$ cat src/rtl/bfx_pkg.sv
package bfx_pkg;
  localparam int unsigned DATA_W = 32;
  localparam int unsigned POS_W  = $clog2(DATA_W);
  localparam int unsigned IDX_W  = 4;

  typedef enum logic {
    FORM_COND    = 1'b0,
    FORM_COMPACT = 1'b1
  } form_e;

  typedef struct packed {
    logic             match;
    logic [IDX_W-1:0] rd;
    logic [IDX_W-1:0] rn;
    logic [POS_W-1:0] lsb;
    logic [POS_W-1:0] wm1;
  } dec_t;

  typedef struct packed {
    logic              valid;
    logic              unpred;
    logic              we;
    logic [IDX_W-1:0]  rd;
    logic [IDX_W-1:0]  rn;
    logic [DATA_W-1:0] result;
  } out_t;
endpackage

$ cat src/rtl/bfx_decode.sv
module bfx_decode
  import bfx_pkg::*;
(
  input  logic [31:0] instr_i,
  input  form_e       form_i,
  output dec_t        dec_o
);
  dec_t cond_d, comp_d;
  logic [3:0] unused_cond;

  assign unused_cond = instr_i[31:28];

  // conditional 32-bit layout
  always_comb begin
    cond_d.match = (instr_i[27:21] == 7'b0111101) && (instr_i[6:4] == 3'b101);
    cond_d.wm1   = instr_i[20:16];
    cond_d.rd    = instr_i[15:12];
    cond_d.lsb   = instr_i[11:7];
    cond_d.rn    = instr_i[3:0];
  end

  // compact layout: first halfword in [31:16]
  always_comb begin
    comp_d.match = (instr_i[31:20] == 12'hF34) && !instr_i[15] && !instr_i[5];
    comp_d.rn    = instr_i[19:16];
    comp_d.rd    = instr_i[11:8];
    comp_d.lsb   = {instr_i[14:12], instr_i[7:6]};
    comp_d.wm1   = instr_i[4:0];
  end

  assign dec_o = (form_i == FORM_COMPACT) ? comp_d : cond_d;
endmodule

$ cat src/rtl/bfx_extract.sv
module bfx_extract #(
  parameter int unsigned DATA_W = 32,
  localparam int unsigned POS_W = $clog2(DATA_W)
) (
  input  logic [DATA_W-1:0] src_i,
  input  logic [POS_W-1:0]  lsb_i,
  input  logic [POS_W-1:0]  wm1_i,
  output logic              ovf_o,
  output logic [DATA_W-1:0] field_o
);
  localparam logic [POS_W:0] TOP = POS_W'(DATA_W - 1);

  logic [POS_W:0]    msb;
  logic [DATA_W-1:0] shifted, mask;
  logic              sign;

  assign msb     = {1'b0, lsb_i} + {1'b0, wm1_i};
  assign ovf_o   = msb > TOP;
  assign shifted = src_i >> lsb_i;
  // two-step shift keeps width == DATA_W legal
  assign mask    = ~(({DATA_W{1'b1}} << wm1_i) << 1);
  assign sign    = shifted[wm1_i];
  assign field_o = (shifted & mask) | ({DATA_W{sign}} & ~mask);
endmodule

$ cat src/rtl/bfx_outreg.sv
module bfx_outreg
  import bfx_pkg::*;
#(
  parameter bit REG_OUT = 1'b1
) (
  input  logic clk_i,
  input  logic rst_ni,
  input  out_t d_i,
  output out_t q_o
);
  if (REG_OUT) begin : g_reg
    out_t q_r;
    logic primed_r;
    always_ff @(posedge clk_i or negedge rst_ni) begin
      if (!rst_ni) begin
        q_r      <= '0;
        primed_r <= 1'b0;
      end else begin
        q_r      <= d_i;
        primed_r <= 1'b1;
      end
    end
    assign q_o = q_r;

    p_reg_follow_r10: assert property (@(posedge clk_i) disable iff (!rst_ni)
      primed_r |-> (q_o == $past(d_i)));
  end else begin : g_comb
    logic unused_clk;
    assign unused_clk = clk_i ^ rst_ni;
    assign q_o = d_i;
  end
endmodule

$ cat src/rtl/bfx_unit.sv
module bfx_unit
  import bfx_pkg::*;
#(
  parameter bit REG_OUT = 1'b1
) (
  input  logic              clk_i,
  input  logic              rst_ni,
  input  logic [31:0]       instr_i,
  input  logic              form_sel_i,
  input  logic              cond_pass_i,
  input  logic [DATA_W-1:0] src_i,
  output logic [IDX_W-1:0]  rd_o,
  output logic [IDX_W-1:0]  rn_o,
  output logic              valid_o,
  output logic              unpred_o,
  output logic              we_o,
  output logic              flags_we_o,
  output logic [DATA_W-1:0] result_o
);
  form_e             form;
  dec_t              dec;
  logic              ovf;
  logic [DATA_W-1:0] field;
  out_t              nxt, cur;

  assign form = form_e'(form_sel_i);

  bfx_decode u_dec (
    .instr_i (instr_i),
    .form_i  (form),
    .dec_o   (dec)
  );

  bfx_extract #(.DATA_W(DATA_W)) u_ext (
    .src_i   (src_i),
    .lsb_i   (dec.lsb),
    .wm1_i   (dec.wm1),
    .ovf_o   (ovf),
    .field_o (field)
  );

  always_comb begin
    nxt.valid  = dec.match;
    nxt.unpred = dec.match && ovf;
    nxt.we     = dec.match && !ovf && ((form == FORM_COMPACT) || cond_pass_i);
    nxt.rd     = dec.rd;
    nxt.rn     = dec.rn;
    nxt.result = (dec.match && !ovf) ? field : '0;
  end

  bfx_outreg #(.REG_OUT(REG_OUT)) u_out (
    .clk_i  (clk_i),
    .rst_ni (rst_ni),
    .d_i    (nxt),
    .q_o    (cur)
  );

  assign valid_o    = cur.valid;
  assign unpred_o   = cur.unpred;
  assign we_o       = cur.we;
  assign rd_o       = cur.rd;
  assign rn_o       = cur.rn;
  assign result_o   = cur.result;
  assign flags_we_o = 1'b0;

  p_flags_low_r9: assert property (@(posedge clk_i) disable iff (!rst_ni)
    !flags_we_o);
  p_we_legal_r8: assert property (@(posedge clk_i) disable iff (!rst_ni)
    we_o |-> (valid_o && !unpred_o));
  p_unpred_zero_r7: assert property (@(posedge clk_i) disable iff (!rst_ni)
    unpred_o |-> (result_o == '0 && !we_o));
  p_nomatch_quiet_r1: assert property (@(posedge clk_i) disable iff (!rst_ni)
    !valid_o |-> (result_o == '0 && !unpred_o && !we_o));
endmodule

$ cat config.mk
export PLATFORM = sky130hd
export DESIGN_NAME = bfx_unit
export DESIGN_NICKNAME = d
export VERILOG_FILES = /design/src/rtl/bfx_pkg.sv /design/src/rtl/bfx_decode.sv /design/src/rtl/bfx_extract.sv /design/src/rtl/bfx_outreg.sv /design/src/rtl/bfx_unit.sv
export SDC_FILE = /design/constraint.sdc
export NUM_CORES = 1
export LEC_CHECK = 0
export ABC_AREA = 0
export BUFFER_PORTS_ARGS = -buffer_cell sky130_fd_sc_hd__buf_2
export CAP_MARGIN = 5
export CORE_ASPECT_RATIO = 1.4
export CORE_MARGIN = 2
export CORE_UTILIZATION = 55
export DETAILED_ROUTE_END_ITERATION = 12
export PLACE_DENSITY = 0.82
export SYNTH_ARGS = -nofsm -noshare
export SYNTH_HDL_FRONTEND = slang
export SYNTH_SLANG_ARGS = --single-unit
$ cat constraint.sdc
create_clock -name clk_i -period 0.8 [get_ports clk_i]
set_input_delay 0.12 -clock clk_i [delete_from_list [all_inputs] [get_ports clk_i]]
set_output_delay 0.12 -clock clk_i [all_outputs]
set_load 0.05 [all_outputs]
==> metrics.txt, run 1 <==
clk root buf=clkbuf_16; CTS Buf Count=5; GRT Util Overall=69.41%; largest net degree at the start of global routing=35; die width=about 82 um; number of global-route vias before repair=approximately 8000; CTS Buffer Depth=2; Starting Density=56.78%; YS warnings=0; Mapped Area=4627 um2; post-place setup slack=-2.491 ns; Die Height=around 110 um; EDFF count, synth=0; register bit total from synthesis=43; asr flop ratio synth=100.0%; HPWL Detailed=approximately 14000 um; ys flop type=dfrtp_1; average size of a mapped cell=between 9 and 10 um2; Placer Congestion=about 1.1; IO buf count=110; H-tree levels=2; first-pass GRT wire length=48040 um; status=stopped before the end; Site Rows=39; error msg=[ERROR GRT-0116] Global routing finished with congestion. Check the congestion regions in the DRC Viewer.; cell count after synthesis=513; syn_nets=585; Clock Sink Count=43; Fail Step=global routing; Remaining Overflow, GRT=43; I/O pin count=112; register area share after synthesis=23.26%; Distinct cells, synth=73
[per-stage QoR]
stage | instance area [um2] | util [%] | TNS (ns) | hold slack (ns) | cells
floorplan | 4788 | - | -67.33 | -0.1756 | 513
global placement | 6673 | 81.88 | -82.80 | -0.003628 | 879
detailed placement | 6673 | 81.88 | -84.96 | -0.003448 | 879
CTS | 7775 | 95.41 | -68.00 | 0.08496 | 925
[logic make-up after synthesis]
kind of cell / count (synthesis) / synth area share [%]
and+or+nand+nor: 185 / 19.06
muxes: 97 / 30.99
adders and majority gates: 4 / 1.082
other: 1 / 0.08105
AOI/OAI and AO/OA: 135 / 20.07
buffers and inverters: 48 / 5.462
DFF: 43 / 23.26
[cell usage after synthesis, drive strengths merged (10+ instances only)]
library cell   n  area, um2
a21oi         31      158.9
a31oi         10      62.56
buf           26      167.7
clkbuf        12      45.04
dfrtp         43       1076
mux2          22      251.5
mux2i         46      514.2
mux4          29      668.1
nand2         57      221.5
nand3         11      60.06
nor2          68      255.2
nor3          21      110.1
o21ai         25      125.1
o22ai         17      118.9
[per-layer routing]
layer  overflow  track usage (%)
met5          0            2.353
met2         25            91.86
met1          0            68.89
met3          0            45.10
met4         18            71.19
[what timing repair did]
action,4_1_cts
hold buffers,1
endpoints found under the hold margin,43
setup buffers,38
gates cloned,2
pin swaps,28
endpoints found under the setup margin,86
gates resized for setup,175
==> run 2: changes to the inputs <==
Settings changed: CORE_ASPECT_RATIO 1.4 to default, CORE_UTILIZATION 55 to 40, PLACE_DENSITY 0.82 to default, PLACE_DENSITY_LB_ADDON from default to 0.15.
==> run 2 against run 1 <==
The flow now finishes, with violations (negative setup slack). Synthesized cell count is the same. Area after synthesis stayed put.
==> metrics.txt, run 2 <==
max FFs per register=43; Die Height=111.6 um (was 112.5 um); layout cells sized above 1=60.17%; status=finished, violations left (was stopped before the end); most common cell in the netlist=nor2_1 (unchanged); CTS Buffer Depth=2 (unchanged); routed length per instance=19.36 um; Site Rows=39 (unchanged); ant diodes=0; ys flop type=dfrtp_1 (unchanged); Placer Congestion=0.9215 (was 1.067); failing checks=negative setup slack; share of the synthesized area in the top cell type=23.26% (unchanged); Worst Path Required=0.97 ns; PD cells=1301 nW/um2; GRT Util Overall=a little under 30%; first-pass GRT wire length=slightly below 30000 um; H-tree levels=2 (unchanged); fmax=0.3582 GHz; number of antenna violations at the first check in global routing=0; register bit total from synthesis=43 (unchanged); Final WS setup=-1.992 ns; syn_nets=585 (unchanged); clk root buf=clkbuf_16 (unchanged); cell count after synthesis=513 (unchanged); CP max FO=6; # fillers=a little under 900; EDFF count, synth=0 (unchanged); relative slew slack=roughly half; Final Util=70.76%; WP data arrival=2.96 ns; RSZ-0062 raised after global routing=true; Area contributors post-synth=dfrtp_1 23%, mux4_2 12%, mux2i_1 8.9%, nor2_1 5.5%, mux2_2 4.6% (unchanged); element type at the critical path end=flop; crit start category=primary input; peak supply drop=1.697 mV; Distinct cells, synth=73 (unchanged); Final #Nets=903; leading area contributor after synthesis=dfrtp_1 (unchanged); Core Region=11370 um2; Vias/cell=5.753; average size of a mapped cell=9.019 um2 (unchanged); Final Slew Violations=0; HPWL Detailed=14230 um (was 14470 um); via count=5603; fin crit share=348.9%; die area=~12000 um2; min-delay worst type=in2reg; First-pass DRT Iterations=5; die width=111.6 um (was 81.52 um); Hold Path Stages=3; I/O pin count=112 (unchanged); Final Hold Viols=0; placed cells=918 (was 879); number of global-route vias before repair=5689; drt initial violations=312; min cycle time layout=2.792 ns; commonest non-fill, non-tap cell in the layout=buf_4; Worst-Margin Slew=0.7643 ns; CP Class=in2reg; IO buf count=110 (unchanged); P_leak=3.696 nW; post-route insts no fill=974; Worst Hold Launch=cond_pass_i; Mapped Area=4627 um2 (unchanged); Starting Density=40.70% (was 56.78%); most frequent cells in the layout=208 x buf_4, 65 x buf_2, 61 x nor2_1, 60 x buf_6, 51 x nand2_1; largest net degree at the start of global routing=35; drt drc=0; post-route antenna net violation count=0; Remaining Overflow, GRT=0; YS warnings=0 (unchanged); asr flop ratio synth=100.0% (unchanged); top post-synthesis cells by count=68 x nor2_1, 54 x nand2_1, 43 x dfrtp_1 (unchanged); # setup viols final=83; total wire length=approximately 19000 um; Max Cap Viol=0; Area Growth Syn to Fin=73.88%; CTS Buf Count=5 (unchanged); Hold EP=u_out.q_o[40]; register area share after synthesis=23.26% (unchanged); Clock Sink Count=43 (unchanged); Worst-path clk slew=about 0.06 ns; Hold Slack=0.09179 ns; CTS tree=done
==> run 2: cell counts after synthesis <==
No cell type changed its count.
==> run 2: kinds of logic after synthesis <==
group                      after synthesis  synth area share (%)
and+or+nand+nor                        185                 19.06
AOI/OAI and AO/OA                      135                 20.07
muxes                                   97                 30.99
buffers and inverters                   48                 5.462
DFF                                     43                 23.26
adders and majority gates                4                 1.082
other                                    1               0.08105
==> run 2: repair_timing <==
action / in CTS / in global routing
gates resized for setup: 160 / 40
hold buffers: 1 / 0
cloned: 3 / 0
endpoints found under the hold margin: 43 / 0
setup buffers: 37 / 10
setup endpoints to repair: 83 / 83
pin swaps: 26 / 24
==> run 2: per-layer routing <==
layer / GRT usage (%) / part of all wire (%)
met5: 0 / 0
met4: 11.69 / 4.2
met3: 2.722 / 4.9
met2: 53.62 / 51
met1: 36.33 / 40
==> run 2: how the worst max path moves through the flow <==
stage / startpoint / slack (ns) / endpoint / cells after the start
global placement: form_sel_i / -2.42 / u_out.q_o[1] / 16
floorplan: form_sel_i / -2.16 / u_out.q_o[29] / 12
CTS: form_sel_i / -1.93 / u_out.q_o[29] / 14
finish: form_sel_i / -1.99 / u_out.q_o[29] / 15
detailed placement: form_sel_i / -2.45 / u_out.q_o[1] / 16
global route: form_sel_i / -2.10 / u_out.q_o[29] / 15
==> run 2: cell type report <==
type / count / area [um2] / share of cell area, %
multi-input cells: 423 / 3757 / 46.70
repair buffers: 347 / 2835 / 35.24
flip-flops and latches: 43 / 1076 / 13.37
well taps: 143 / 178.9 / 2.224
clock buffers: 6 / 138.9 / 1.726
inverters: 10 / 47.55 / 0.5910
repair inverters: 1 / 6.256 / 0.07776
clock inverters: 1 / 5.005 / 0.06221
==> run 2: power by group <==
part	switching (mW)	internal, mW	total, mW
Combinational	3.08	3.12	6.20
Clock	0.798	1.22	2.02
Sequential	0.0240	2.23	2.25
Total	3.91	6.56	10.5
==> run 2: per-stage QoR <==
step	total power, mW	area (um2)	setup WS, ns	setup TNS, ns
3_5_place_dp	7.242	6709	-2.446	-84.18
3_3_place_gp	7.194	6709	-2.422	-83.01
4_1_cts	9.969	7732	-1.926	-69.50
6_report	10.47	8045	-1.992	-71.01
2_1_floorplan	4.962	4788	-2.155	-67.33
5_1_grt	10.93	8045	-2.101	-75.54
==> run 2: critical path, cell delays in order <==
cell     delay (ns)
buf_12         0.10
mux2i_4        0.23
buf_12         0.13
buf_8          0.11
buf_12         0.10
mux4_2         0.55
buf_4          0.17
mux2i_2        0.21
o22ai_2        0.13
nor3_1         0.22
a21oi_2        0.08
o22ai_2        0.20
nor3_2         0.08
a21o_2         0.27
mux2_4         0.26
Note: power is estimated with default switching activity, not from simulation.
==> run 3: changes to the inputs <==
Settings changed: CORE_ASPECT_RATIO from default to 1.25.
==> run 3 against run 2 <==
The run still ends with negative setup slack left. Worst hold slack got worse by 0.023 ns. First-iteration DRC count decreased by 3.8%. Cell area increased by 0.45%.
==> metrics.txt, run 3 (synthesis gave the netlist of run 2 again) <==
status=finished, violations left (unchanged); failing checks=negative setup slack (unchanged); peak supply drop=0.7657 mV (was 1.697 mV); fin crit share=357.2% (was 348.9%); crit-path leading delay family=multiplexers (unchanged); fmax=0.3499 GHz (was 0.3582 GHz); Hold Slack=0.06897 ns (was 0.09179 ns); total chip power=10.99 mW (was 10.47 mW); switching power=3.922 mW (was 3.907 mW); # fillers=877 (was 895); ant diodes=0 (unchanged); H-tree levels=2 (unchanged); CTS Buf Count=5 (unchanged); Clock Sink Count=43 (unchanged); die area=12450 um2 (was 12440 um2); drt initial violations=300 (was 312); Crit path largest cell delay=0.47 ns (was 0.55 ns); Placer Congestion=0.9316 (was 0.9215); Worst-Margin Slew=0.5919 ns (was 0.7643 ns); First-pass DRT Iterations=5 (unchanged); sw frac=35.68% (was 37.32%); clk root buf=clkbuf_16 (unchanged); Vias/cell=5.853 (was 5.753); min-delay worst type=in2reg (unchanged); element type at the critical path end=flop (unchanged); via count=5654 (was 5603); total wire length=19750 um (was 18860 um); WP data arrival=3.03 ns (was 2.96 ns); CP Class=in2reg (unchanged); Remaining Overflow, GRT=0 (unchanged); Worst Hold Launch=cond_pass_i (unchanged); crit start category=primary input (unchanged); Starting Density=41.35% (was 40.70%); relative slew slack=60.40% (was 48.49%); Final Slew Violations=0 (unchanged); Max Cap Viol=0 (unchanged); Flop pwr share=20.5% (was 21.5%); internal power=7.070 mW (was 6.562 mW); layout cells sized above 1=61.61% (was 60.17%); # setup viols final=84 (was 83); Worst Path Required=0.97 ns (about the same); commonest non-fill, non-tap cell in the layout=buf_4 (unchanged); GRT Util Overall=30.66% (was 29.58%); PD cells=1360 nW/um2 (was 1301 nW/um2); Final WS setup=-2.058 ns (was -1.992 ns); CP max FO=6 (unchanged); CTS tree=done (unchanged); Final Hold Viols=0 (unchanged); IO buf count=110 (unchanged); min cycle time layout=2.858 ns (was 2.792 ns); P_leak=3.700 nW (was 3.696 nW); Crit path depth=14 (was 15); RSZ-0062 raised after global routing=true (unchanged); max FFs per register=43 (unchanged); Critical Path Source=form_sel_i (unchanged); most frequent cells in the layout=207 x buf_4, 64 x buf_2, 61 x buf_6, 57 x nor2_1, 50 x nand2_1 (was 208 x buf_4, 65 x buf_2, 61 x nor2_1, 60 x buf_6, 51 x nand2_1); HPWL Detailed=14610 um (was 14230 um); Core Region=11190 um2 (was 11370 um2); Final #Nets=902 (was 903); Worst-path clk slew=0.06 ns (about the same); number of global-route vias before repair=5647 (was 5689); Setup TNS=-72.79 ns (was -71.01 ns); largest net degree at the start of global routing=44 (was 35); post-place setup slack=-2.648 ns (was -2.446 ns); number of antenna violations at the first check in global routing=0 (unchanged); routed length per instance=20.45 um (was 19.36 um); Clk pwr share=23.7% (was 19.3%); I/O pin count=112 (unchanged); first-pass GRT wire length=30190 um (was 29520 um); slowest stage cell, crit path=mux4_2 (unchanged); number of buffers and inverters on the critical path=4 (was 5); Critical Path End=u_out.q_o[29] (unchanged); Site Rows=43 (was 39); CTS Buffer Depth=2 (unchanged); cells along the critical path=buf_12, mux2_4, buf_12, buf_4, mux4_2, mux2i_1, o22ai_2, nor2_2, mux2i_2, o22ai_2, buf_4, nor3_2, a21o_1, mux2_4 (was buf_12, mux2i_4, buf_12, buf_8, buf_12, mux4_2, buf_4, mux2i_2, o22ai_2, nor3_1, a21oi_2, o22ai_2, nor3_2, a21o_2, mux2_4); Area Growth Syn to Fin=74.66% (was 73.88%); Die Height=124.2 um (was 111.6 um); post-route antenna net violation count=0 (unchanged); Logic pwr share=55.9% (was 59.2%); drt drc=0 (unchanged); die width=100.2 um (was 111.6 um)
## run 3: changes by cell type in the layout (fill, tap and decap cells not counted), sizes merged
| cell | previous run | this run |
|---|---|---|
| bufbuf | 1 | 0 |
| bufinv | 0 | 2 |
| clkbuf | 6 | 7 |
| inv | 8 | 9 |
| buf | 345 | 344 |
| clkinvlp | 1 | 0 |
| clkinv | 3 | 2 |
## run 3: area by class of cell
cell class                 instances  area [um2]  area share, %
timing repair buffer             346        2826          34.97
clock buffer                       6       128.9          1.595
sequential                        43        1076          13.31
timing repair inverter             1       6.256        0.07741
inverter                          10       46.29         0.5728
tap                              135       168.9          2.090
multi-input combinational        423        3769          46.63
clock inverter                     2       60.06         0.7431
## run 3: worst min-delay path by stage
stage                                to  cells past startpoint
after floorplan            u_out.q_o[0]                      0
after CTS                 u_out.q_o[40]                      3
after detailed placement  u_out.q_o[34]                      2
after global routing      u_out.q_o[40]                      3
after global placement    u_out.q_o[35]                      2
final                     u_out.q_o[40]                      3
## run 3: what timing repair did
action	CTS	global route
pin swaps	21	31
endpoints found under the hold margin	43	0
hold buffers	1	0
setup buffers	22	32
gates cloned	3	1
endpoints found under the setup margin	86	82
gates resized for setup	169	53
## run 3: power groups by stage
stage               registers [mW]  logic [mW]  clock network, mW
detailed placement            2.28        4.96                  0
floorplan                     2.46        2.50                  0
global route                  2.25        6.49               2.71
finish                        2.25        6.14               2.60
CTS                           2.25        5.59               2.63
global placement              2.28        4.92                  0
## run 3: metal layers
metal / share of wire, % / vias up / GRT usage [%]
met3: 4.4 / 57 / 2.192
li1: - / 2600 / -
met1: 37 / 2749 / 35.79
met5: 0 / - / 0
met4: 4.3 / 0 / 13.70
met2: 54 / 248 / 56.10
## run 3: stage by stage
stage	std cells	cell area, um2	utilization, %
floorplan	513	4788	-
global placement	904	6641	59.35
detailed placement	904	6641	59.35
CTS	936	7620	68.09
global route	966	8082	72.22
finish	966	8082	72.22
==> run 4: changes to the inputs <==
==> constraint.sdc (replaced) <==
create_clock -name clk_i -period 3.4 [get_ports clk_i]
set_input_delay 0.17 -clock clk_i [delete_from_list [all_inputs] [get_ports clk_i]]
set_output_delay 0.17 -clock clk_i [all_outputs]
set_load 0.05 [all_outputs]
==> run 4 against run 3 <==
The flow now finishes without violations. Via count fell by 16%. Count of clock-buffer cells in the layout did not move. Clock power fell by 82%. Worst hold slack got worse by 0.052 ns. Utilization fell by 21 points. Critical endpoint unchanged. First-iteration DRC count fell by 9.7%. Largest power group unchanged. Power fell by 82%. Highest routed layer unchanged.
==> metrics.txt, run 4 (synthesis gave the netlist of run 2 again) <==
status=complete, no violations (was finished, violations left); die area=12450 um2 (unchanged); Starting Density=41.35% (unchanged); Die Height=124.2 um (unchanged); Clk pwr share=23.7% (about the same); H-tree levels=2 (unchanged); Clock Sink Count=43 (unchanged); HPWL Detailed=12670 um (was 14610 um); CP max FO=19 (was 6); CP Class=in2reg (unchanged); Final Util=51.29% (was 72.22%); Setup TNS=0 ns (was -72.79 ns); WP data arrival=3.37 ns (was 3.03 ns); drt initial violations=271 (was 300); CTS tree=done (unchanged); # fillers=1109 (was 877); PD cells=339.5 nW/um2 (was 1360 nW/um2); internal power=1.191 mW (was 7.070 mW); Worst-path clk slew=0.06 ns (about the same); relative slew slack=38.52% (was 60.40%); placed cells=778 (was 904); Vias/cell=6.031 (was 5.853); Max Cap Viol=0 (unchanged); crit start category=primary input (unchanged); P_leak=2.631 nW (was 3.700 nW); layout cells sized above 1=38.56% (was 61.61%); most frequent cells in the layout=110 x buf_2, 68 x nor2_1, 56 x buf_4, 54 x nand2_1, 43 x dfrtp_1 (was 207 x buf_4, 64 x buf_2, 61 x buf_6, 57 x nor2_1, 50 x nand2_1); Worst-Margin Slew=0.9222 ns (was 0.5919 ns); drt drc=0 (unchanged); commonest non-fill, non-tap cell in the layout=buf_2 (was buf_4); # setup viols final=0 (was 84); switching power=757.6 uW (was 3.922 mW); total wire length=15760 um (was 19750 um); number of global-route vias before repair=4673 (was 5647); fin crit share=93.83%; first-pass GRT wire length=25470 um (was 30190 um); RSZ-0062 raised after global routing=false (was true); Final #Nets=722 (was 902); post-route antenna net violation count=0 (unchanged); # hold bufs at CTS=0 (was 1); post-place setup slack=-0.01632 ns (was -2.648 ns); clk root buf=clkbuf_16 (unchanged); Flop pwr share=27.0% (was 20.5%); min cycle time layout=3.190 ns; largest net degree at the start of global routing=44 (unchanged); post-route insts no fill=786 (was 966); Area Growth Syn to Fin=24.04% (was 74.66%); CTS Buffer Depth=2 (unchanged); Final Hold Viols=0 (unchanged); Placer Congestion=0.9674 (was 0.9316); First-pass DRT Iterations=5 (unchanged); routed length per instance=20.05 um (was 20.45 um); Final WS setup=0.2097 ns (was -2.058 ns); Hold Slack=0.01728 ns (was 0.06897 ns); setup repair bufs after CTS=0 (was 22); peak supply drop=0.1696 mV (was 0.7657 mV); I/O pin count=112 (unchanged); total chip power=1.948 mW (was 10.99 mW); sw frac=38.89% (was 35.68%); min-delay worst type=in2async (was in2reg); CTS Buf Count=5 (unchanged); ant diodes=0 (unchanged); fmax=0.3134 GHz; via count=4740 (was 5654); Site Rows=43 (unchanged); IO buf count=110 (unchanged); Final Slew Violations=0 (unchanged); die width=100.2 um (unchanged); max FFs per register=43 (unchanged); DP Area=5598 um2 (was 6641 um2); post-route design area=5739 um2 (was 8082 um2); Remaining Overflow, GRT=0 (unchanged); Core Region=11190 um2 (unchanged); Logic pwr share=49.3% (was 55.9%); element type at the critical path end=flop (unchanged); GRT Util Overall=25.49% (was 30.66%); number of antenna violations at the first check in global routing=0 (unchanged); post_cts resized=0 (was 169); Worst Path Required=3.58 ns (was 0.97 ns)
[run 4: changes by cell type in the layout (fill, tap and decap cells not counted), sizes merged]
cell | previous run | this run
bufinv | 2 | 0
clkbuf | 7 | 6
clkinv | 2 | 3
mux2 | 23 | 22
clkinvlp | 0 | 1
dlygate4sd3 | 1 | 0
buf | 344 | 168
inv | 9 | 8
[run 4: layout make-up]
type                       instances  area, um2  area share, %
multi-input combinational        422       3302          57.53
sequential                        43       1076          18.75
timing repair buffer             168       1011          17.62
tap                              135      168.9          2.943
clock buffer                       6      128.9          2.245
inverter                          10      40.04         0.6976
clock inverter                     2      12.51         0.2180
[run 4: metal layers]
metal	routed length [um]	track usage, %	vias up
li1	-	-	2233
met1	6458	32.68	2270
met2	8056	44.33	204
met3	764	2.305	33
met4	480	8.864	0
met5	0	0	-
[run 4: power groups by stage]
stage	clock (mW)	combinational, mW	sequential, mW
after floorplan	0	0.566	0.580
after global placement	0	0.940	0.535
after detailed placement	0	0.946	0.536
after CTS	0.471	0.949	0.526
after global routing	0.491	1.03	0.527
final	0.463	0.960	0.526
[run 4: worst max-delay path by stage]
stage               start            end  depth (start not counted)
6_report       form_sel_i  u_out.q_o[29]                         13
5_1_grt        form_sel_i  u_out.q_o[29]                         13
4_1_cts        instr_i[7]  u_out.q_o[29]                         11
3_5_place_dp   instr_i[7]  u_out.q_o[29]                         11
3_3_place_gp   form_sel_i   u_out.q_o[2]                         16
2_1_floorplan  form_sel_i  u_out.q_o[29]                         15
[run 4: critical path, cell delays in order]
cell      delay [ns]
buf_2           0.15
buf_4           0.22
buf_4           0.30
mux2i_1         0.41
inv_2           0.20
nand2_1         0.36
o211ai_1        0.16
a21oi_1         0.27
mux2i_1         0.17
o22ai_2         0.31
nor3_1          0.11
a21o_1          0.25
mux2_2          0.28
